==> config.mk <==
export PLATFORM = sky130hd
export DESIGN_NAME = lcd_raster_timer
export DESIGN_NICKNAME = d
export VERILOG_FILES = /design/src/rtl/lcd_rt_pkg.sv /design/src/rtl/lcd_rt_axis_counter.sv /design/src/rtl/lcd_rt_regs.sv /design/src/rtl/lcd_rt_seq.sv /design/src/rtl/lcd_raster_timer.sv
export SDC_FILE = /design/constraint.sdc
export NUM_CORES = 1
export LEC_CHECK = 0
export BUFFER_PORTS_ARGS = -buffer_cell sky130_fd_sc_hd__buf_2
export CAP_MARGIN = 20
export CORE_UTILIZATION = 30
export DETAILED_ROUTE_END_ITERATION = 12
export PLACE_DENSITY = 0.44
export SKIP_LAST_GASP = 1
export SYNTH_ARGS = -nofsm -noshare
export SYNTH_HDL_FRONTEND = slang
export SYNTH_SLANG_ARGS = --single-unit
==> constraint.sdc <==
create_clock -name clk -period 3.6 [get_ports clk]
set_input_delay 0.18 -clock clk [delete_from_list [all_inputs] [get_ports clk]]
set_output_delay 0.18 -clock clk [all_outputs]
set_load 0.05 [all_outputs]
==> src/rtl/lcd_rt_pkg.sv <==
package lcd_rt_pkg;

    typedef enum logic [1:0] {
        RS_STOP  = 2'd0,
        RS_RUN   = 2'd1,
        RS_DRAIN = 2'd2
    } run_state_e;

    // word addresses
    localparam int unsigned A_CFG   = 0;
    localparam int unsigned A_HSW   = 1;
    localparam int unsigned A_VSW   = 2;
    localparam int unsigned A_TOT   = 3;
    localparam int unsigned A_HWIN  = 4;
    localparam int unsigned A_VWIN  = 5;
    localparam int unsigned A_CTRL  = 6;
    localparam int unsigned A_STAT  = 7;

    // bit positions
    localparam int unsigned B_POL_LO   = 8;   // polarity field 11:8
    localparam int unsigned B_RUN      = 3;
    localparam int unsigned B_STOP     = 4;
    localparam int unsigned B_HALTED   = 0;

    // index inside the 4-bit polarity field
    localparam int unsigned P_VS   = 0;
    localparam int unsigned P_DE   = 1;
    localparam int unsigned P_PCLK = 2;
    localparam int unsigned P_HS   = 3;

endpackage

==> src/rtl/lcd_rt_axis_counter.sv <==
module lcd_rt_axis_counter #(
    parameter int unsigned CNT_W = 16
) (
    input  logic             clk,
    input  logic             rst_n,
    input  logic             clear,
    input  logic             advance,
    input  logic [CNT_W-1:0] total,
    output logic [CNT_W-1:0] count,
    output logic             wrap
);

    typedef struct packed {
        logic [CNT_W-1:0] count;
    } cnt_t;

    cnt_t             cnt_d, cnt_q;
    logic [CNT_W:0]   next_ext;

    assign next_ext = {1'b0, cnt_q.count} + {{CNT_W{1'b0}}, 1'b1};
    // a total of zero or a value below the count also wraps
    assign wrap     = next_ext >= {1'b0, total};
    assign count    = cnt_q.count;

    always_comb begin
        cnt_d = cnt_q;
        if (clear) begin
            cnt_d.count = '0;
        end else if (advance) begin
            cnt_d.count = wrap ? '0 : next_ext[CNT_W-1:0];
        end
    end

    always_ff @(posedge clk or negedge rst_n) begin
        if (!rst_n) cnt_q <= '0;
        else        cnt_q <= cnt_d;
    end

    a_r3_step_by_one: assert property (@(posedge clk) disable iff (!rst_n)
        (advance && !clear && !wrap) |=> (count == $past(count) + CNT_W'(1)))
        else $error("R3: counter did not step");

    a_r3_wrap_to_zero: assert property (@(posedge clk) disable iff (!rst_n)
        (advance && wrap) |=> (count == '0))
        else $error("R3: counter did not wrap");

endmodule

==> src/rtl/lcd_rt_regs.sv <==
module lcd_rt_regs
    import lcd_rt_pkg::*;
#(
    parameter int unsigned DATA_W = 32,
    parameter int unsigned ADDR_W = 3,
    parameter int unsigned CNT_W  = 16,
    parameter int unsigned SYNC_W = 10
) (
    input  logic              clk,
    input  logic              rst_n,
    input  logic              wr,
    input  logic [ADDR_W-1:0] addr,
    input  logic [DATA_W-1:0] wdata,
    output logic [DATA_W-1:0] rdata,
    input  logic              halt_evt,
    input  logic              active,
    input  logic              draining,
    output logic              ctrl_wr,
    output logic              ctrl_run,
    output logic              ctrl_stop,
    output logic [SYNC_W-1:0] hsw,
    output logic [SYNC_W-1:0] vsw,
    output logic [CNT_W-1:0]  htot,
    output logic [CNT_W-1:0]  vtot,
    output logic [CNT_W-1:0]  hbeg,
    output logic [CNT_W-1:0]  hend,
    output logic [CNT_W-1:0]  vbeg,
    output logic [CNT_W-1:0]  vend,
    output logic [3:0]        pol,
    output logic              halted
);

    localparam int unsigned HALF = DATA_W / 2;

    typedef struct packed {
        logic [SYNC_W-1:0] hsw;
        logic [SYNC_W-1:0] vsw;
        logic [CNT_W-1:0]  htot;
        logic [CNT_W-1:0]  vtot;
        logic [CNT_W-1:0]  hbeg;
        logic [CNT_W-1:0]  hend;
        logic [CNT_W-1:0]  vbeg;
        logic [CNT_W-1:0]  vend;
        logic [3:0]        pol;
        logic              halted;
    } regs_t;

    regs_t regs_d, regs_q;

    logic [CNT_W-1:0] w_hi, w_lo;
    logic             stat_clr;

    assign w_hi      = wdata[HALF +: CNT_W];
    assign w_lo      = wdata[CNT_W-1:0];
    assign ctrl_wr   = wr && (addr == ADDR_W'(A_CTRL));
    assign ctrl_run  = wdata[B_RUN];
    assign ctrl_stop = wdata[B_STOP];
    assign stat_clr  = wr && (addr == ADDR_W'(A_STAT)) && !wdata[B_HALTED];

    always_comb begin
        regs_d = regs_q;
        if (wr) begin
            case (addr)
                ADDR_W'(A_CFG):  regs_d.pol = wdata[B_POL_LO +: 4];
                ADDR_W'(A_HSW):  regs_d.hsw = wdata[SYNC_W-1:0];
                ADDR_W'(A_VSW):  regs_d.vsw = wdata[SYNC_W-1:0];
                ADDR_W'(A_TOT): begin
                    regs_d.htot = w_hi;
                    regs_d.vtot = w_lo;
                end
                ADDR_W'(A_HWIN): begin
                    regs_d.hbeg = w_hi;
                    regs_d.hend = w_lo;
                end
                ADDR_W'(A_VWIN): begin
                    regs_d.vbeg = w_hi;
                    regs_d.vend = w_lo;
                end
                default: ;
            endcase
        end
        // the stop event wins over a clear in the same cycle
        if (halt_evt)      regs_d.halted = 1'b1;
        else if (stat_clr) regs_d.halted = 1'b0;
    end

    always_ff @(posedge clk or negedge rst_n) begin
        if (!rst_n) regs_q <= '0;
        else        regs_q <= regs_d;
    end

    always_comb begin
        rdata = '0;
        case (addr)
            ADDR_W'(A_CFG):  rdata[B_POL_LO +: 4] = regs_q.pol;
            ADDR_W'(A_HSW):  rdata[SYNC_W-1:0]    = regs_q.hsw;
            ADDR_W'(A_VSW):  rdata[SYNC_W-1:0]    = regs_q.vsw;
            ADDR_W'(A_TOT): begin
                rdata[HALF +: CNT_W] = regs_q.htot;
                rdata[CNT_W-1:0]     = regs_q.vtot;
            end
            ADDR_W'(A_HWIN): begin
                rdata[HALF +: CNT_W] = regs_q.hbeg;
                rdata[CNT_W-1:0]     = regs_q.hend;
            end
            ADDR_W'(A_VWIN): begin
                rdata[HALF +: CNT_W] = regs_q.vbeg;
                rdata[CNT_W-1:0]     = regs_q.vend;
            end
            ADDR_W'(A_CTRL): begin
                rdata[B_RUN]  = active;
                rdata[B_STOP] = draining;
            end
            ADDR_W'(A_STAT): rdata[B_HALTED] = regs_q.halted;
            default: ;
        endcase
    end

    assign hsw    = regs_q.hsw;
    assign vsw    = regs_q.vsw;
    assign htot   = regs_q.htot;
    assign vtot   = regs_q.vtot;
    assign hbeg   = regs_q.hbeg;
    assign hend   = regs_q.hend;
    assign vbeg   = regs_q.vbeg;
    assign vend   = regs_q.vend;
    assign pol    = regs_q.pol;
    assign halted = regs_q.halted;

    a_r9_flag_clears: assert property (@(posedge clk) disable iff (!rst_n)
        (stat_clr && !halt_evt) |=> !halted)
        else $error("R9: stopped flag not cleared");

    a_r9_flag_sticky: assert property (@(posedge clk) disable iff (!rst_n)
        (halted && !stat_clr) |=> halted)
        else $error("R9: stopped flag lost");

endmodule

==> src/rtl/lcd_rt_seq.sv <==
module lcd_rt_seq
    import lcd_rt_pkg::*;
(
    input  logic clk,
    input  logic rst_n,
    input  logic ctrl_wr,
    input  logic ctrl_run,
    input  logic ctrl_stop,
    input  logic frame_end,
    output logic start,
    output logic halt_evt,
    output logic active,
    output logic draining
);

    typedef struct packed {
        run_state_e st;
    } seq_t;

    seq_t seq_d, seq_q;

    always_comb begin
        seq_d    = seq_q;
        start    = 1'b0;
        halt_evt = 1'b0;
        case (seq_q.st)
            RS_STOP: begin
                if (ctrl_wr && ctrl_run && !ctrl_stop) begin
                    seq_d.st = RS_RUN;
                    start    = 1'b1;
                end
            end
            RS_RUN: begin
                if (ctrl_wr && ctrl_stop) seq_d.st = RS_DRAIN;
            end
            RS_DRAIN: begin
                if (frame_end) begin
                    seq_d.st = RS_STOP;
                    halt_evt = 1'b1;
                end
            end
            default: seq_d.st = RS_STOP;
        endcase
    end

    always_ff @(posedge clk or negedge rst_n) begin
        if (!rst_n) seq_q <= '{st: RS_STOP};
        else        seq_q <= seq_d;
    end

    assign active   = (seq_q.st != RS_STOP);
    assign draining = (seq_q.st == RS_DRAIN);

    a_r8_halt_at_frame_end: assert property (@(posedge clk) disable iff (!rst_n)
        (draining && frame_end) |=> !active)
        else $error("R8: raster did not halt at frame end");

    a_r8_drain_until_end: assert property (@(posedge clk) disable iff (!rst_n)
        (draining && !frame_end) |=> draining)
        else $error("R8: raster stopped early");

    a_r7_no_restart: assert property (@(posedge clk) disable iff (!rst_n)
        (active && !draining && !(ctrl_wr && ctrl_stop)) |=> (active && !draining))
        else $error("R7: running raster changed state");

endmodule

==> src/rtl/lcd_raster_timer.sv <==
module lcd_raster_timer
    import lcd_rt_pkg::*;
#(
    parameter int unsigned DATA_W = 32,
    parameter int unsigned ADDR_W = 3,
    parameter int unsigned CNT_W  = 16,
    parameter int unsigned SYNC_W = 10
) (
    input  logic              clk,
    input  logic              rst_n,
    input  logic              bus_wr,
    input  logic [ADDR_W-1:0] bus_addr,
    input  logic [DATA_W-1:0] bus_wdata,
    output logic [DATA_W-1:0] bus_rdata,
    output logic              lcd_hsync,
    output logic              lcd_vsync,
    output logic              lcd_de,
    output logic              lcd_pclk_inv,
    output logic              pix_req,
    output logic [CNT_W-1:0]  h_pos,
    output logic [CNT_W-1:0]  v_pos
);

    localparam int unsigned N_AXIS = 2;

    logic              ctrl_wr, ctrl_run, ctrl_stop;
    logic              start, halt_evt, active, draining, halted;
    logic [SYNC_W-1:0] hsw, vsw;
    logic [CNT_W-1:0]  htot, vtot, hbeg, hend, vbeg, vend;
    logic [3:0]        pol;

    logic [CNT_W-1:0]  tot_a  [N_AXIS];
    logic [CNT_W-1:0]  beg_a  [N_AXIS];
    logic [CNT_W-1:0]  end_a  [N_AXIS];
    logic [SYNC_W-1:0] sw_a   [N_AXIS];
    logic [CNT_W-1:0]  cnt_a  [N_AXIS];
    logic [N_AXIS-1:0] wrap_a;
    logic [N_AXIS-1:0] in_win;
    logic [N_AXIS-1:0] in_sync;
    logic              frame_end;
    logic              de_raw;

    lcd_rt_regs #(
        .DATA_W (DATA_W),
        .ADDR_W (ADDR_W),
        .CNT_W  (CNT_W),
        .SYNC_W (SYNC_W)
    ) u_regs (
        .clk      (clk),
        .rst_n    (rst_n),
        .wr       (bus_wr),
        .addr     (bus_addr),
        .wdata    (bus_wdata),
        .rdata    (bus_rdata),
        .halt_evt (halt_evt),
        .active   (active),
        .draining (draining),
        .ctrl_wr  (ctrl_wr),
        .ctrl_run (ctrl_run),
        .ctrl_stop(ctrl_stop),
        .hsw      (hsw),
        .vsw      (vsw),
        .htot     (htot),
        .vtot     (vtot),
        .hbeg     (hbeg),
        .hend     (hend),
        .vbeg     (vbeg),
        .vend     (vend),
        .pol      (pol),
        .halted   (halted)
    );

    lcd_rt_seq u_seq (
        .clk       (clk),
        .rst_n     (rst_n),
        .ctrl_wr   (ctrl_wr),
        .ctrl_run  (ctrl_run),
        .ctrl_stop (ctrl_stop),
        .frame_end (frame_end),
        .start     (start),
        .halt_evt  (halt_evt),
        .active    (active),
        .draining  (draining)
    );

    assign tot_a[0] = htot;
    assign tot_a[1] = vtot;
    assign beg_a[0] = hbeg;
    assign beg_a[1] = vbeg;
    assign end_a[0] = hend;
    assign end_a[1] = vend;
    assign sw_a[0]  = hsw;
    assign sw_a[1]  = vsw;

    for (genvar gi = 0; gi < N_AXIS; gi++) begin : g_axis
        logic adv;
        if (gi == 0) begin : g_line
            assign adv = active;
        end else begin : g_frame
            assign adv = active && wrap_a[gi-1];
        end

        lcd_rt_axis_counter #(.CNT_W(CNT_W)) u_cnt (
            .clk     (clk),
            .rst_n   (rst_n),
            .clear   (start),
            .advance (adv),
            .total   (tot_a[gi]),
            .count   (cnt_a[gi]),
            .wrap    (wrap_a[gi])
        );

        assign in_win[gi]  = (cnt_a[gi] >= beg_a[gi]) && (cnt_a[gi] < end_a[gi]);
        assign in_sync[gi] = (cnt_a[gi] < CNT_W'(sw_a[gi]));
    end

    assign frame_end    = &wrap_a;
    assign de_raw       = active && (&in_win);

    assign lcd_hsync    = (active && in_sync[0]) ^ pol[P_HS];
    assign lcd_vsync    = (active && in_sync[1]) ^ pol[P_VS];
    assign lcd_de       = de_raw ^ pol[P_DE];
    assign lcd_pclk_inv = pol[P_PCLK];
    assign pix_req      = de_raw;
    assign h_pos        = cnt_a[0];
    assign v_pos        = cnt_a[1];

    a_r7_start_at_origin: assert property (@(posedge clk) disable iff (!rst_n)
        start |=> (h_pos == '0 && v_pos == '0))
        else $error("R7: raster did not start at origin");

    a_r8_flag_with_halt: assert property (@(posedge clk) disable iff (!rst_n)
        $fell(active) |-> (halted && h_pos == '0 && v_pos == '0))
        else $error("R8: halt without flag or origin");

    a_r5_req_only_active: assert property (@(posedge clk) disable iff (!rst_n)
        pix_req |-> draining || (bus_rdata == bus_rdata && active))
        else $error("R5: pixel request while stopped");

endmodule

**After elaboration in Yosys (flattened, before gate mapping)**

Cells that the tools add are included.

- Bits in registers: 155
- Latch bits: 0
- Bits in writable memories: 0
- ROM bits: 0
- Bits of input ports: 38
- Output and inout port bits: 69
- Word-level logic and storage cells: 90
- Memories kept: 0

- Add/sub/neg operators: 2
- $mul: 0
- Divide/modulo/power cells: 0
- Order comparisons: 8
- Equality and inequality tests: 12
- Shifts and indexed selects: 0
- Mux-type cells: 23
- Bitwise operators: 3
- Reductions and logical operators: 29

Operators with widths:

| cell | count |
|---|---|
| $mux W16 | 6 |
| $pmux W20 S3 | 1 |
| $add A16 B1 Y17 const B | 2 |
| $ge A17 B16 Y1 | 2 |
| $ge A16 B16 Y1 | 2 |
| $lt A16 B10 Y1 | 2 |
| $lt A16 B16 Y1 | 2 |
| $pmux W2 S6 | 2 |
| $reduce_and A2 Y1 | 8 |
| $pmux W3 S5 | 1 |
| $eq A3 B3 Y1 const B | 4 |
| $logic_and A1 B1 Y1 | 12 |
| $pmux W2 S5 | 1 |
| $pmux W2 S4 | 1 |
| $reduce_bool A2 Y1 | 4 |
| $eq A3 B2 Y1 const B | 2 |
| $mux W1 | 6 |
| $mux W2 | 3 |
| $pmux W1 S6 | 1 |
| $pmux W2 S3 | 1 |
| $ne A2 B1 Y1 const B | 2 |
| $eq A3 B1 Y1 const B | 1 |
| $logic_not A3 Y1 | 1 |
| $reduce_and A3 Y1 | 1 |
| other kinds (6) | 9 |

**Longest topological paths before layout**

Gate-level depths: netlist (run 1).

- Depth after elaboration: 7
- Gate-level depth with buffers: 15
- Gate-level depth less buffers: 13

**By module**

Synthesis (run 1) repeated with hierarchy kept, for this count alone.

- Cell total of the unflattened synthesis: 1064
- Area, all modules: 11212.0 um^2

Modules (own cells, without submodules):

| module | times used | cells each | area an instance (um^2) | seq. area each (um^2) |
|---|---|---|---|---|
| lcd_rt_regs | 1 | 404 | 5496.5 | 3027.9 |
| lcd_rt_axis_counter | 2 | 179 | 1739.2 | 400.4 |
| lcd_raster_timer | 1 | 290 | 2122.0 | 0.0 |
| lcd_rt_seq | 1 | 12 | 115.1 | 50.0 |

**Least setup slack after synthesis (run 1)**

No wires, ideal clock.

- Path kind: register to register
- Start point: register g_axis[0].u_cnt.cnt_q, in the netlist g_axis[0].u_cnt.count[1]
- End point: register g_axis[1].u_cnt.cnt_q, in the netlist g_axis[1].u_cnt.count[10]
- Library setup time: 0.141 ns
- Arrival time: 3.438 ns
- Required time: 3.459 ns
- Slack: 0.021 ns
- Stages on the path, launching flop included: 15
- Buffers on the path: 2
- Clock period less this slack: 3.579 ns
- Path through: dfrtp_1 -> ha_1 -> nand3_4 -> nor3_4 -> and3_2 -> and3_1 -> xor2_1 -> ha_1 -> nand3_1 -> or2_2 -> o211a_1 -> buf_6 -> clkbuf_8 -> o21ai_0 -> o31ai_1

- Longest elaborated chain between the ends: 4

Ends and longest elaborated chain:

| item | RTL line | source |
|---|---|---|
| start, declared | lcd_rt_axis_counter.sv:17 | `cnt_t cnt_d, cnt_q;` |
| start signal, assigned | lcd_rt_axis_counter.sv:36 | `else cnt_q <= cnt_d;` |
| $add A16 B1 Y17 | lcd_rt_axis_counter.sv:20 | `assign next_ext = {1'b0, cnt_q.count} + {{CNT_W{1'b0}}, 1'b1};` |
| $ge A17 B16 Y1 | lcd_rt_axis_counter.sv:22 | `assign wrap = next_ext >= {1'b0, total};` |
| $logic_and A1 B1 Y1 | lcd_raster_timer.sv:100 | `assign adv = active && wrap_a[gi-1];` |
| $reduce_bool A2 Y1 (no source line) | n/a |  |
| end signal, assigned | lcd_rt_axis_counter.sv:36 |  |
| end, declared | lcd_rt_axis_counter.sv:17 |  |

Every way passes these cells.
A chain may end at the register's enable or synchronous reset.

**Worst setup path in the final report (run 1)**

- Start point: register g_axis[1].u_cnt.cnt_q, in the netlist g_axis[1].u_cnt.count[0]
- End point: register g_axis[1].u_cnt.cnt_q, in the netlist g_axis[1].u_cnt.count[15]

- Longest elaborated chain between the ends: 5

Ends and longest elaborated chain:

| item | RTL line | source |
|---|---|---|
| $add A16 B1 Y17 * | lcd_rt_axis_counter.sv:20 |  |
| $ge A17 B16 Y1 | lcd_rt_axis_counter.sv:22 |  |
| $mux W16 * | lcd_rt_axis_counter.sv:30 | `cnt_d.count = wrap ? '0 : next_ext[CNT_W-1:0];` |
| $mux W16 * | lcd_rt_axis_counter.sv:29 | `end else if (advance) begin` |
| $mux W16 * | lcd_rt_axis_counter.sv:27 | `if (clear) begin` |

Every way passes the cells marked *; elsewhere a longest branch is shown, timed or not. The select of a mux whose other input is x is not followed.

==> results of run 1 <==
## per-stage QoR
stage          instances  hold WS, ns  util (%)  instance area, um^2  setup WS [ns]
2_1_floorplan       1049       -0.116         -                10200         0.0207
3_3_place_gp        1608        0.292      34.3                11500          0.234
3_5_place_dp        1608        0.301      34.3                11500          0.149
4_1_cts             1663      0.00147      36.6                12300         0.0778
5_1_grt             1663       0.0213      36.7                12300        0.00257
6_report            1663       0.0167      36.7                12300          0.258
## layout make-up
class / count / area share, %
multi-input combinational: 732 / 46.3
sequential: 155 / 31.5
timing repair buffer: 178 / 9.53
tap: 448 / 4.56
inverter: 118 / 3.60
clock buffer: 17 / 3.46
clock inverter: 15 / 1.04
## layer usage
layer  vias up  part of all wire [%]  global-route usage [%]
li1       4097                     -                       -
met1      4219                    49                    29.0
met2       184                    46                    32.6
met3        19                   3.2                    3.01
met4         0                   1.4                    5.30
met5         -                     0                       0
## flip-flops by register name, indices dropped and copies added (netlist names)
name                count
u_regs.vtot            16
g_axis.u_cnt.count     32
u_regs.pol              4
u_regs.hbeg            16
u_regs.halted           1
u_regs.vbeg            16
u_regs.hend            16
u_seq.seq_q             2
u_regs.hsw             10
u_regs.htot            16
u_regs.vend            16
u_regs.vsw             10
## layout by cell type, fill, tap and decap left out, drive strengths merged, types with 15 or more instances in the layout
master and n:
nand2b 15, nor2 34, inv 127, nand2 86, a21oi 45, buf 155
o21ai 90, a22o 51, a211oi 15, dlygate4sd3 23, dfrtp 155, clkbuf 17
ha 114, mux2 73, nand4 26, nand3 19
## cells by family (layout without fill, tap and decap cells)
kind of cell / after synthesis / after routing / share of synthesized area, %
mux: 84 / 84 / 9.25
simple gates: 234 / 234 / 11.8
fa+ha+maj: 114 / 114 / 14.0
flops: 155 / 155 / 38.0
xor+xnor: 27 / 27 / 2.32
compound gates: 273 / 273 / 18.2
buf+inv: 162 / 328 / 6.52
## power by group through the flow
stage	combinational [mW]	clock (mW)	sequential [mW]
2_1_floorplan	1.68	0	2.54
5_1_grt	3.03	1.88	2.45
6_report	2.74	1.78	2.40
3_3_place_gp	2.72	0	2.42
3_5_place_dp	2.73	0	2.43
4_1_cts	2.77	1.82	2.40
## critical path, stage by stage, from the launching register on
cell	delay, ns
dfrtp_1	0.35
ha_1	0.20
nand4_1	0.14
or3_1	0.37
and2_1	0.18
or2_2	0.30
ha_1	0.29
a211oi_1	0.23
nor2_1	0.08
o21bai_1	0.18
o2111ai_1	0.14
buf_4	0.18
nor3_4	0.40
a32o_1	0.23
## worst min path at each step
stage,from,endpoint,slack (ns),cells after the start
2_1_floorplan,rst_n,g_axis[0].u_cnt.count[0],-0.12,0
3_3_place_gp,rst_n,u_regs.hend[7],0.29,1
3_5_place_dp,rst_n,u_regs.hend[7],0.30,1
4_1_cts,bus_wdata[7],u_regs.vsw[7],0.001,3
5_1_grt,bus_wdata[16],u_regs.hbeg[0],0.02,2
6_report,bus_wdata[1],u_regs.hend[1],0.02,3
## what timing repair did
action | 4_1_cts | 5_1_grt
endpoints found under the setup margin | 0 | 18
hold buffers | 23 | 0
hold endpoints to repair | 128 | 0
resized for setup | 0 | 2
buffers inserted | 0 | 0
==> summary.md, run 1 <==
| Metric | Value |
|---|---|
| Status | completed |
| Power share of the combinational group | 39.6% |
| Source-to-sink clock delay at the later pin of the worst-skew pair | 0.45 ns |
| Leakage power | 6.08 nW |
| Leftover overflow at the end of global routing | 0 |
| Area of the multi-input gates | 0.00569 mm^2 |
| Minimum setup slack among reg-to-reg paths | 0.26 ns |
| Antenna fix cells | 0 |
| Syn_nets | 1201 |
| Remaining routing DRC violations | 0 |
| Synth async-reset ratio | 100% |
| Layout cells sized above 1 | 23.2% |
| Power after layout | 6.91 mW |
| CP Capture Type | flip-flop |
| Clock sink count | 155 |
| Ports | 107 |
| CORE AREA | 0.0335 mm^2 |
| Most used DFF post-synth | dfrtp_1 |
| Final worst-path cycle share | 92.8% |
| RSZ-0062 raised after global routing | false |
| Aggregate routed wire length | 34900 um |
| PwrDens | 562 mW/mm^2 |
| Die span in x | 187 um |
| Vias after detailed routing | 8519 |
| Post-Syn Area | 0.0102 mm^2 |
| Via count of the first global-routing pass | 8412 |
| Post-Syn Instances | 1049 |
| Max_cap viols | 0 |
| Clock power frac | 25.7% |
| Top-area cell type share of the netlist area | 38.0% |
| CP arrival | 3.72 ns |
| Most area-hungry cell type in the Yosys netlist | dfrtp_1 |
| Type of the worst min-delay path | primary input to flip-flop |
| Post-Route Setup TNS | 0 ns |
| Most instantiated cells after synthesis | dfrtp_1 (155), inv_1 (118), ha_1 (114) |
| Internal power contribution | 3.99 mW |
| Final clock skew | 0.0194 ns |
| Top cells by area in the synthesized netlist | dfrtp_1 (38%), ha_1 (14%), mux2_2 (7.9%), a22o_1 (4.4%), inv_1 (4.3%) |
| Worst setup path endpoint | g_axis[1].u_cnt.count[15] |
| Final layout net count | 1354 |
| Site row count | 67 |
| Number of synthesized flops with an enable pin | 0 |
| Relative area change from synthesis to final layout | 20.4% |
| End of the worst register-to-register path | g_axis[1].u_cnt.count[15] |
| Master cell of the clock root buffer | clkbuf_16 |
| Cell with the most instances after synthesis | dfrtp_1 |
| Total count of max-transition violations in the final report | 0 |
| Required time worst endpoint | 3.98 ns |
| Detailed Routing Iterations Pass 1 | 5 |
| Area of the die | 0.0348 mm^2 |
| TritonCTS clock tree | done |
| Switching power of the nets | 2.92 mW |
| Detailed Place HPWL | 26200 um |
| R2R Path Start | g_axis[1].u_cnt.count[0] |
| Detailed-route wire length per cell | 21.0 um |
| Wire length of the first global-routing pass | 53500 um |
| Clock buffers created by TritonCTS | 17 |
| Sequential area share after synthesis | 38.0% |
| Switching share of power | 42.2% |
| Worst-margin pin slew | 0.852 ns |
| Remaining max-slew budget at the tightest pin | 43.2% |
| Count of cell types in the netlist | 70 |
| Total GRT Usage | 20.5% |
| Storage element area | 0.00388 mm^2 |
| Initial antenna violation count | 0 |
| Seq cells post-synth | 155 |
| Critical path class | flip-flop to flip-flop |
| Final Hold Violating Endpoints | 0 |
| Total of fill cells in the finished design | 3487 |
| Maximum number of pins on one net before global-route repair | 82 |
| Final setup violation count | 0 |
| Clock-pin slew on the worst setup and hold paths | 0.08 ns |
| Highest achievable clock rate | 0.299 GHz |
| Fin crit period | 3.34 ns |
| Mean instance size in the synthesized netlist | 9.74 um^2 |
| Worst VDD drop | 0.341 mV |
| ANT nets after route | 0 |
| Total of warnings raised by yosys | 0 |
| Max Buffers Root-to-Sink | 2 |
| Total number of H-tree levels | 4 |
| Initial core utilization | 30.5% |
| Vertical die dimension | 187 um |
| Start point of the critical path | g_axis[1].u_cnt.count[0] |
| Setup crit start kind | flip-flop |
| DRC violation total after the first TritonRoute iteration | 492 |
| Reg power frac | 34.7% |
| Critical path peak fanout | 9 |
| Routability cong. | 0.805 |
| Worst R2R Path Depth | 13 |
| Number of vias per cell | 5.12 |
| Count of buffers from port buffering | 106 |
Power figures use the tool's default switching activity.
==> inputs of run 2 (changes only) <==
--- a/config.mk
+++ b/config.mk
@@ -7,9 +7,9 @@
 export LEC_CHECK = 0
 export BUFFER_PORTS_ARGS = -buffer_cell sky130_fd_sc_hd__buf_2
 export CAP_MARGIN = 20
-export CORE_UTILIZATION = 30
+export CORE_UTILIZATION = 60
 export DETAILED_ROUTE_END_ITERATION = 12
-export PLACE_DENSITY = 0.44
+export PLACE_DENSITY = 0.79
 export SKIP_LAST_GASP = 1
 export SYNTH_ARGS = -nofsm -noshare
 export SYNTH_HDL_FRONTEND = slang
==> summary.md, run 2 (same netlist as run 1, synthesis figures left out) <==
| Metric | Value |
|---|---|
| Final worst-path cycle share | 94.5% (+1.7 points) |
| Number of vias per cell | 6.31 (+23%) |
| Largest register FFs | 32 (unchanged) |
| Worst VDD drop | 0.440 mV (+29%) |
| Final core area utilization | 72.1% (+35 points) |
| PwrDens | 586 mW/mm^2 (+4.3%) |
| CORE AREA | 0.0166 mm^2 (-51%) |
| Worst Hold Launch | bus_wdata[27] |
| CP Capture Type | flip-flop |
| Ports | 107 (unchanged) |
| Setup crit start kind | flip-flop |
| CP arrival | 3.72 ns (about the same) |
| Type of the worst min-delay path | primary input to flip-flop |
| Internal power contribution | 4.27 mW (+7.0%) |
| Detailed Routing Iterations Pass 1 | 5 (unchanged) |
| Critical path class | flip-flop to flip-flop |
| Final clock skew | 0.00781 ns (-0.0116 ns) |
| Highest-count cells in the layout ignoring fill and taps | dfrtp_1 (154), inv_1 (118), ha_1 (113), buf_2 (105), o21ai_0 (87) |
| DRC violation total after the first TritonRoute iteration | 809 (+64%) |
| Source-to-sink clock delay at the later pin of the worst-skew pair | 0.43 ns (-0.02 ns) |
| Number of buffers and inverters on the critical path | 1 (unchanged) |
| End of the worst register-to-register path | u_seq.seq_q[1] |
| Max Buffers Root-to-Sink | 2 (unchanged) |
| Start point of the critical path | g_axis[0].u_cnt.count[0] |
| Master cell of the clock root buffer | clkbuf_16 |
| Clock buffers created by TritonCTS | 17 (unchanged) |
| Final Hold Violating Endpoints | 0 (unchanged) |
| Detailed-route wire length per cell | 20.9 um (-0.42%) |
| Clock-pin slew on the worst setup and hold paths | 0.06 ns (-0.02 ns) |
| Remaining routing DRC violations | 0 (unchanged) |
| Layout cells sized above 1 | 23.0% (-0.25 points) |
| Via count of the first global-routing pass | 8838 (+5.1%) |
| Clock power frac | 27.0% (+1.3 points) |
| Initial core utilization | 61.6% (+31 points) |
| Remaining max-slew budget at the tightest pin | 32.8% (-10 points) |
| Total number of H-tree levels | 4 (unchanged) |
| Site row count | 47 (-30%) |
| Wire length of the first global-routing pass | 47500 um (-11%) |
| RSZ-0062 raised after global routing | false |
| Final layout net count | 1343 (-0.81%) |
| Final setup violation count | 0 (unchanged) |
| Number of buffers inserted to repair setup after CTS | 0 (unchanged) |
| Fin crit period | 3.40 ns (+0.0604 ns) |
| Vias after detailed routing | 8971 (+5.3%) |
| Highest achievable clock rate | 0.294 GHz (-1.8%) |
| Relative area change from synthesis to final layout | 17.1% |
| Minimum setup slack among reg-to-reg paths | 0.20 ns (-0.06 ns) |
| Required time worst endpoint | 3.92 ns (-0.06 ns) |
| Layout Cell Area excl Fill | 0.0120 mm^2 (-2.7%) |
| Count of buffers from port buffering | 106 (unchanged) |
| Switching power of the nets | 2.74 mW (-6.3%) |
| Detailed Place HPWL | 21200 um (-19%) |
| Die span in x | 132 um (-29%) |
| CP top delay family | simple AND/OR/NAND/NOR gates |
| Total GRT Usage | 35.5% (+15 points) |
| Placed cell areas | 0.0111 mm^2 (-3.1%) |
| Cell-by-cell listing of the critical path | ha_2 > nand3_4 > nor3_4 > and3_2 > and3_1 > xor2_1 > ha_1 > nand3_1 > or2_2 > o211ai_2 > buf_4 > o21ai_0 > a31o_2 |
| Reg power frac | 34.4% (-0.3 points) |
| Most common library cell in the layout ignoring fill and taps | dfrtp_1 |
| Power after layout | 7.01 mW (+1.4%) |
| Area of the die | 0.0175 mm^2 (-50%) |
| Clock sink count | 155 (unchanged) |
| Power share of the combinational group | 38.7% (-0.9 points) |
| Delay of the slowest critical-path stage | 0.42 ns (+0.02 ns) |
| Crit path max-delay cell type | dfrtp_1 |
| Worst-margin pin slew | 1.01 ns (+0.155 ns) |
| Total count of max-transition violations in the final report | 0 (unchanged) |
| R2R Path Start | g_axis[0].u_cnt.count[0] |
| Leakage power | 6.05 nW (-0.35%) |
| Antenna fix cells | 0 (unchanged) |
| End point of the most critical hold path | u_regs.hbeg[11] |
| Status | completed |
| Initial antenna violation count | 0 (unchanged) |
| Maximum number of pins on one net before global-route repair | 73 (-11%) |
| ANT nets after route | 0 (unchanged) |
| Aggregate routed wire length | 29700 um (-15%) |
| Routability cong. | 0.932 (+16%) |
| Critical path peak fanout | 13 (+4) |
| Post-Route Setup TNS | 0 ns (unchanged) |
| TritonCTS clock tree | done |
| Leftover overflow at the end of global routing | 0 (unchanged) |
| Vertical die dimension | 132 um (-29%) |
| Max_cap viols | 0 (unchanged) |
| Switching share of power | 39.0% (-3.2 points) |
| Cell depth of the worst hold path | 3 (unchanged) |
| Total of fill cells in the finished design | 1200 (-66%) |
| Worst R2R Path Depth | 13 (unchanged) |
run 2: changes by cell type in the layout (fill, tap and decap cells not counted), moves of 2 or more:
cell / delta
clkbuf_8: +2
buf_12: -2
bufinv_16: +4
clkinv_4: -3
clkinvlp_4: -2
clkinv_2: +4
buf_4: -5
clkbuf_1: +2
buf_6: +2
dlygate4sd3_1: -6
inv_6: -8
run 2: how the worst max path moves through the flow:
stage	to	slack, ns	cells past startpoint
floorplan	g_axis[1].u_cnt.count[10]	0.02	14
global placement	u_seq.seq_q[1]	0.19	12
detailed placement	g_axis[1].u_cnt.count[4]	0.13	13
CTS	u_seq.seq_q[1]	0.08	12
global route	g_axis[0].u_cnt.count[10]	0.0009	14
finish	u_seq.seq_q[1]	0.20	13
run 2: worst min-delay path: cells and delay by family:
family                 cells  cell delay, ns
buffers and inverters      1            0.11
AO/OA/AOI/OAI              1            0.06
AND/OR/NAND/NOR            1            0.05
run 2: per-layer routing:
layer	wire length (um)	global-route usage (%)	up-vias
met3	2260	6.90	75
li1	-	-	4078
met5	0	0	-
met2	13900	56.6	410
met4	1120	15.5	0
met1	12500	47.2	4408
run 2: repair_timing:
item,in CTS,in global routing
hold buffers,17,0
endpoints found under the hold margin,88,0
gates resized for setup,0,6
setup endpoints to repair,0,18
run 2: cell type report:
cell class              instances  area [um^2]  share of cell area, %
clock buffers                  21          460                   3.85
flip-flops and latches        155         3880                   32.4
clock inverters                 9          145                   1.21
repair buffers                167         1060                   8.84
inverters                     118          443                   3.70
multi-input cells             732         5700                   47.7
well taps                     220          275                   2.30
run 2: power groups by stage:
| stage | combinational, mW | clock, mW | sequential [mW] |
|---|---|---|---|
| after floorplan | 1.68 | 0 | 2.54 |
| after global placement | 2.56 | 0 | 2.40 |
| after detailed placement | 2.62 | 0 | 2.41 |
| after CTS | 2.67 | 1.89 | 2.40 |
| after global routing | 2.97 | 1.96 | 2.45 |
| final | 2.71 | 1.89 | 2.41 |
run 2: stage by stage:
stage / hold WS, ns / worst slack, ns / std cells
2_1_floorplan: -0.116 / 0.0207 / 1049
3_3_place_gp: 0.242 / 0.189 / 1374
3_5_place_dp: 0.249 / 0.132 / 1374
4_1_cts: 0.00330 / 0.0763 / 1421
5_1_grt: 0.0120 / 0.000880 / 1422
6_report: 0.0140 / 0.197 / 1422
==> inputs of run 3 (changes only) <==
--- a/config.mk
+++ b/config.mk
@@ -7,10 +7,10 @@
 export LEC_CHECK = 0
 export BUFFER_PORTS_ARGS = -buffer_cell sky130_fd_sc_hd__buf_2
 export CAP_MARGIN = 20
+export CORE_ASPECT_RATIO = 1.75
 export CORE_UTILIZATION = 60
 export DETAILED_ROUTE_END_ITERATION = 12
 export PLACE_DENSITY = 0.79
-export SKIP_LAST_GASP = 1
 export SYNTH_ARGS = -nofsm -noshare
 export SYNTH_HDL_FRONTEND = slang
 export SYNTH_SLANG_ARGS = --single-unit
==> summary.md, run 3 (same netlist as run 1, synthesis figures left out) <==
| Metric | Value |
|---|---|
| Status | finished, violations left |
| Initial core utilization | 61.8% (+0.22 points) |
| Relative area change from synthesis to final layout | 17.2% (about the same) |
| Clock sink count | 155 (unchanged) |
| Final cell count without fillers | 1431 (+0.63%) |
| Clock-pin slew on the worst setup and hold paths | 0.06 ns (about the same) |
| Count of buffers from port buffering | 106 (unchanged) |
| PwrDens | 579 mW/mm^2 (-1.1%) |
| Crit path max-delay cell type | nor3_4 |
| Power after layout | 6.93 mW (-1.1%) |
| Final clock skew | 0.00740 ns (-0.000414 ns) |
| Area of the die | 0.0176 mm^2 (+0.12%) |
| Clock buffers created by TritonCTS | 17 (unchanged) |
| Source-to-sink clock delay at the later pin of the worst-skew pair | 0.43 ns (about the same) |
| Via count of the first global-routing pass | 8992 (+1.7%) |
| Wire length of the first global-routing pass | 46700 um (-1.5%) |
| Max_cap viols | 0 (unchanged) |
| Routability cong. | 1.00 (+7.3%) |
| Total number of H-tree levels | 4 (unchanged) |
| Number of buffers inserted to repair setup after CTS | 0 (unchanged) |
| Largest register FFs | 32 (unchanged) |
| Leakage power | 6.05 nW (about the same) |
| Detailed Routing Iterations Pass 1 | 5 (unchanged) |
| Required time worst endpoint | 3.97 ns (+0.05 ns) |
| Pre-CTS setup slack | 0.111 ns (-0.0211 ns) |
| Setup crit start kind | flip-flop |
| Detailed-route wire length per cell | 20.5 um (-2.1%) |
| Final core area utilization | 72.4% (+0.29 points) |
| Site row count | 62 (+32%) |
| Critical path peak fanout | 9 (-4) |
| Detailed Place HPWL | 22000 um (+3.8%) |
| Number of vias per cell | 6.17 (-2.2%) |
| Most common library cell in the layout ignoring fill and taps | dfrtp_1 |
| Highest achievable clock rate | 0.295 GHz (+0.33%) |
| Placed cell areas | 0.0112 mm^2 (+0.56%) |
| Critical path class | flip-flop to flip-flop |
| Storage element area | 0.00388 mm^2 (about the same) |
| Ports | 107 (unchanged) |
| Max Buffers Root-to-Sink | 2 (unchanged) |
| Worst R2R Path Depth | 12 (-1) |
| Worst Hold Launch | bus_wdata[27] |
| ANT nets after route | 0 (unchanged) |
| Vertical die dimension | 175 um (+32%) |
| Type of the worst min-delay path | primary input to flip-flop |
| Antenna fix cells | 0 (unchanged) |
| Layout Cell Area excl Fill | 0.0120 mm^2 (about the same) |
| Total count of max-transition violations in the final report | 0 (unchanged) |
| Worst Hold Slack | -0.00434 ns (-0.0184 ns) |
| Cell-by-cell listing of the critical path | ha_1 > nand4_1 > or3_1 > and2_1 > or2_2 > ha_1 > a211oi_1 > nor2_1 > o21bai_1 > o2111ai_2 > nor3_4 > a32o_1 |
| Die span in x | 101 um (-24%) |
| Placed Cells | 1384 (+0.73%) |
| Leftover overflow at the end of global routing | 0 (unchanged) |
| TritonCTS clock tree | done |
| Post-Route Setup TNS | 0 ns (unchanged) |
| Total of fill cells in the finished design | 1262 (+5.2%) |
| Final setup violation count | 0 (unchanged) |
| End point of the most critical hold path | u_regs.hbeg[11] |
| Delay of the slowest critical-path stage | 0.47 ns (+0.05 ns) |
| Cell depth of the worst hold path | 3 (unchanged) |
| Worst VDD drop | 0.332 mV (-25%) |
| RSZ-0062 raised after global routing | true |
| DRC violation total after the first TritonRoute iteration | 463 (-43%) |
| Most common cell type on the critical path | ha_1 |
| Worst path setup slack after routing | 0.209 ns (+0.0113 ns) |
| Aggregate routed wire length | 29300 um (-1.4%) |
| Total GRT Usage | 35.2% (-0.33 points) |
| Remaining max-slew budget at the tightest pin | 25.6% (-7.3 points) |
| CP Capture Type | flip-flop |
| Minimum setup slack among reg-to-reg paths | 0.21 ns (about the same) |
| Final worst-path cycle share | 94.2% (-0.31 points) |
| Fin crit period | 3.39 ns (-0.0113 ns) |
| Initial antenna violation count | 0 (unchanged) |
| Highest-count cells in the layout ignoring fill and taps | dfrtp_1 (155), inv_1 (118), ha_1 (114), buf_2 (105), o21ai_0 (87) |
| Remaining routing DRC violations | 0 (unchanged) |
| Vias after detailed routing | 8829 (-1.6%) |
| Final Hold Violating Endpoints | 2 (+2) |
| Maximum number of pins on one net before global-route repair | 91 (+25%) |
| CORE AREA | 0.0165 mm^2 (-0.36%) |
| R2R Path Start | g_axis[1].u_cnt.count[1] |
| End of the worst register-to-register path | g_axis[1].u_cnt.count[9] |
| Violations in the final reports | hold timing |
| Master cell of the clock root buffer | clkbuf_16 |
| Final layout net count | 1347 (+0.30%) |
| Worst-margin pin slew | 1.11 ns (+0.105 ns) |
| Area of the multi-input gates | 0.00569 mm^2 (-0.13%) |
| CP arrival | 3.76 ns (+0.04 ns) |
| Layout cells sized above 1 | 23.0% (+0.071 points) |
-- run 3: changes by cell type in the layout (fill, tap and decap cells not counted), sizes merged --
cell and delta:
buf +5, bufinv -1, clkbuf -1, clkinv -1
clkinvlp +3, dlygate4sd3 -1, inv +1
-- run 3: report_power, final --
part	leakage [nW]	internal (mW)	switching, mW
sequential	1.92	2.09	0.288
clock	0.276	1.08	0.723
combinational	3.85	1.00	1.74
-- run 3: layout make-up --
cell class	instances	area share, %
Clock buffer	20	3.65
Clock inverter	11	1.21
Inverter	118	3.70
Multi-Input combinational cell	732	47.6
Sequential cell	155	32.4
Tap cell	224	2.34
Timing Repair Buffer	171	9.11
-- run 3: critical path: cells and delay by family (launching register included) --
family                     cells  cell delay (ns)
AOI/OAI and AO/OA              4             0.93
adders and majority gates      2             0.52
DFF                            1             0.37
and+or+nand+nor                6             1.52
-- run 3: worst max path at each step --
stage	start	to	slack [ns]	cells past startpoint
2_1_floorplan	g_axis[0].u_cnt.count[1]	g_axis[1].u_cnt.count[10]	0.02	14
3_3_place_gp	g_axis[0].u_cnt.count[0]	g_axis[1].u_cnt.count[4]	0.19	13
3_5_place_dp	g_axis[0].u_cnt.count[0]	g_axis[1].u_cnt.count[3]	0.11	13
4_1_cts	g_axis[0].u_cnt.count[0]	g_axis[1].u_cnt.count[3]	0.10	13
5_1_grt	g_axis[0].u_cnt.count[0]	g_axis[1].u_cnt.count[2]	-0.02	13
6_report	g_axis[1].u_cnt.count[1]	g_axis[1].u_cnt.count[9]	0.21	12
-- run 3: per-layer routing --
metal,part of all wire [%],routed length [um],vias to the layer above,GRT usage [%]
met2,52,15300,365,61.8
met1,37,10700,4266,39.3
li1,-,-,4080,-
met5,0,0,-,0
met3,5.1,1500,118,5.16
met4,6.0,1760,0,21.9
-- run 3: timing repair --
action | 4_1_cts | 5_1_grt
endpoints found under the setup margin | 0 | 16
hold buffers | 16 | 0
endpoints found under the hold margin | 81 | 0
gates resized for setup | 0 | 2
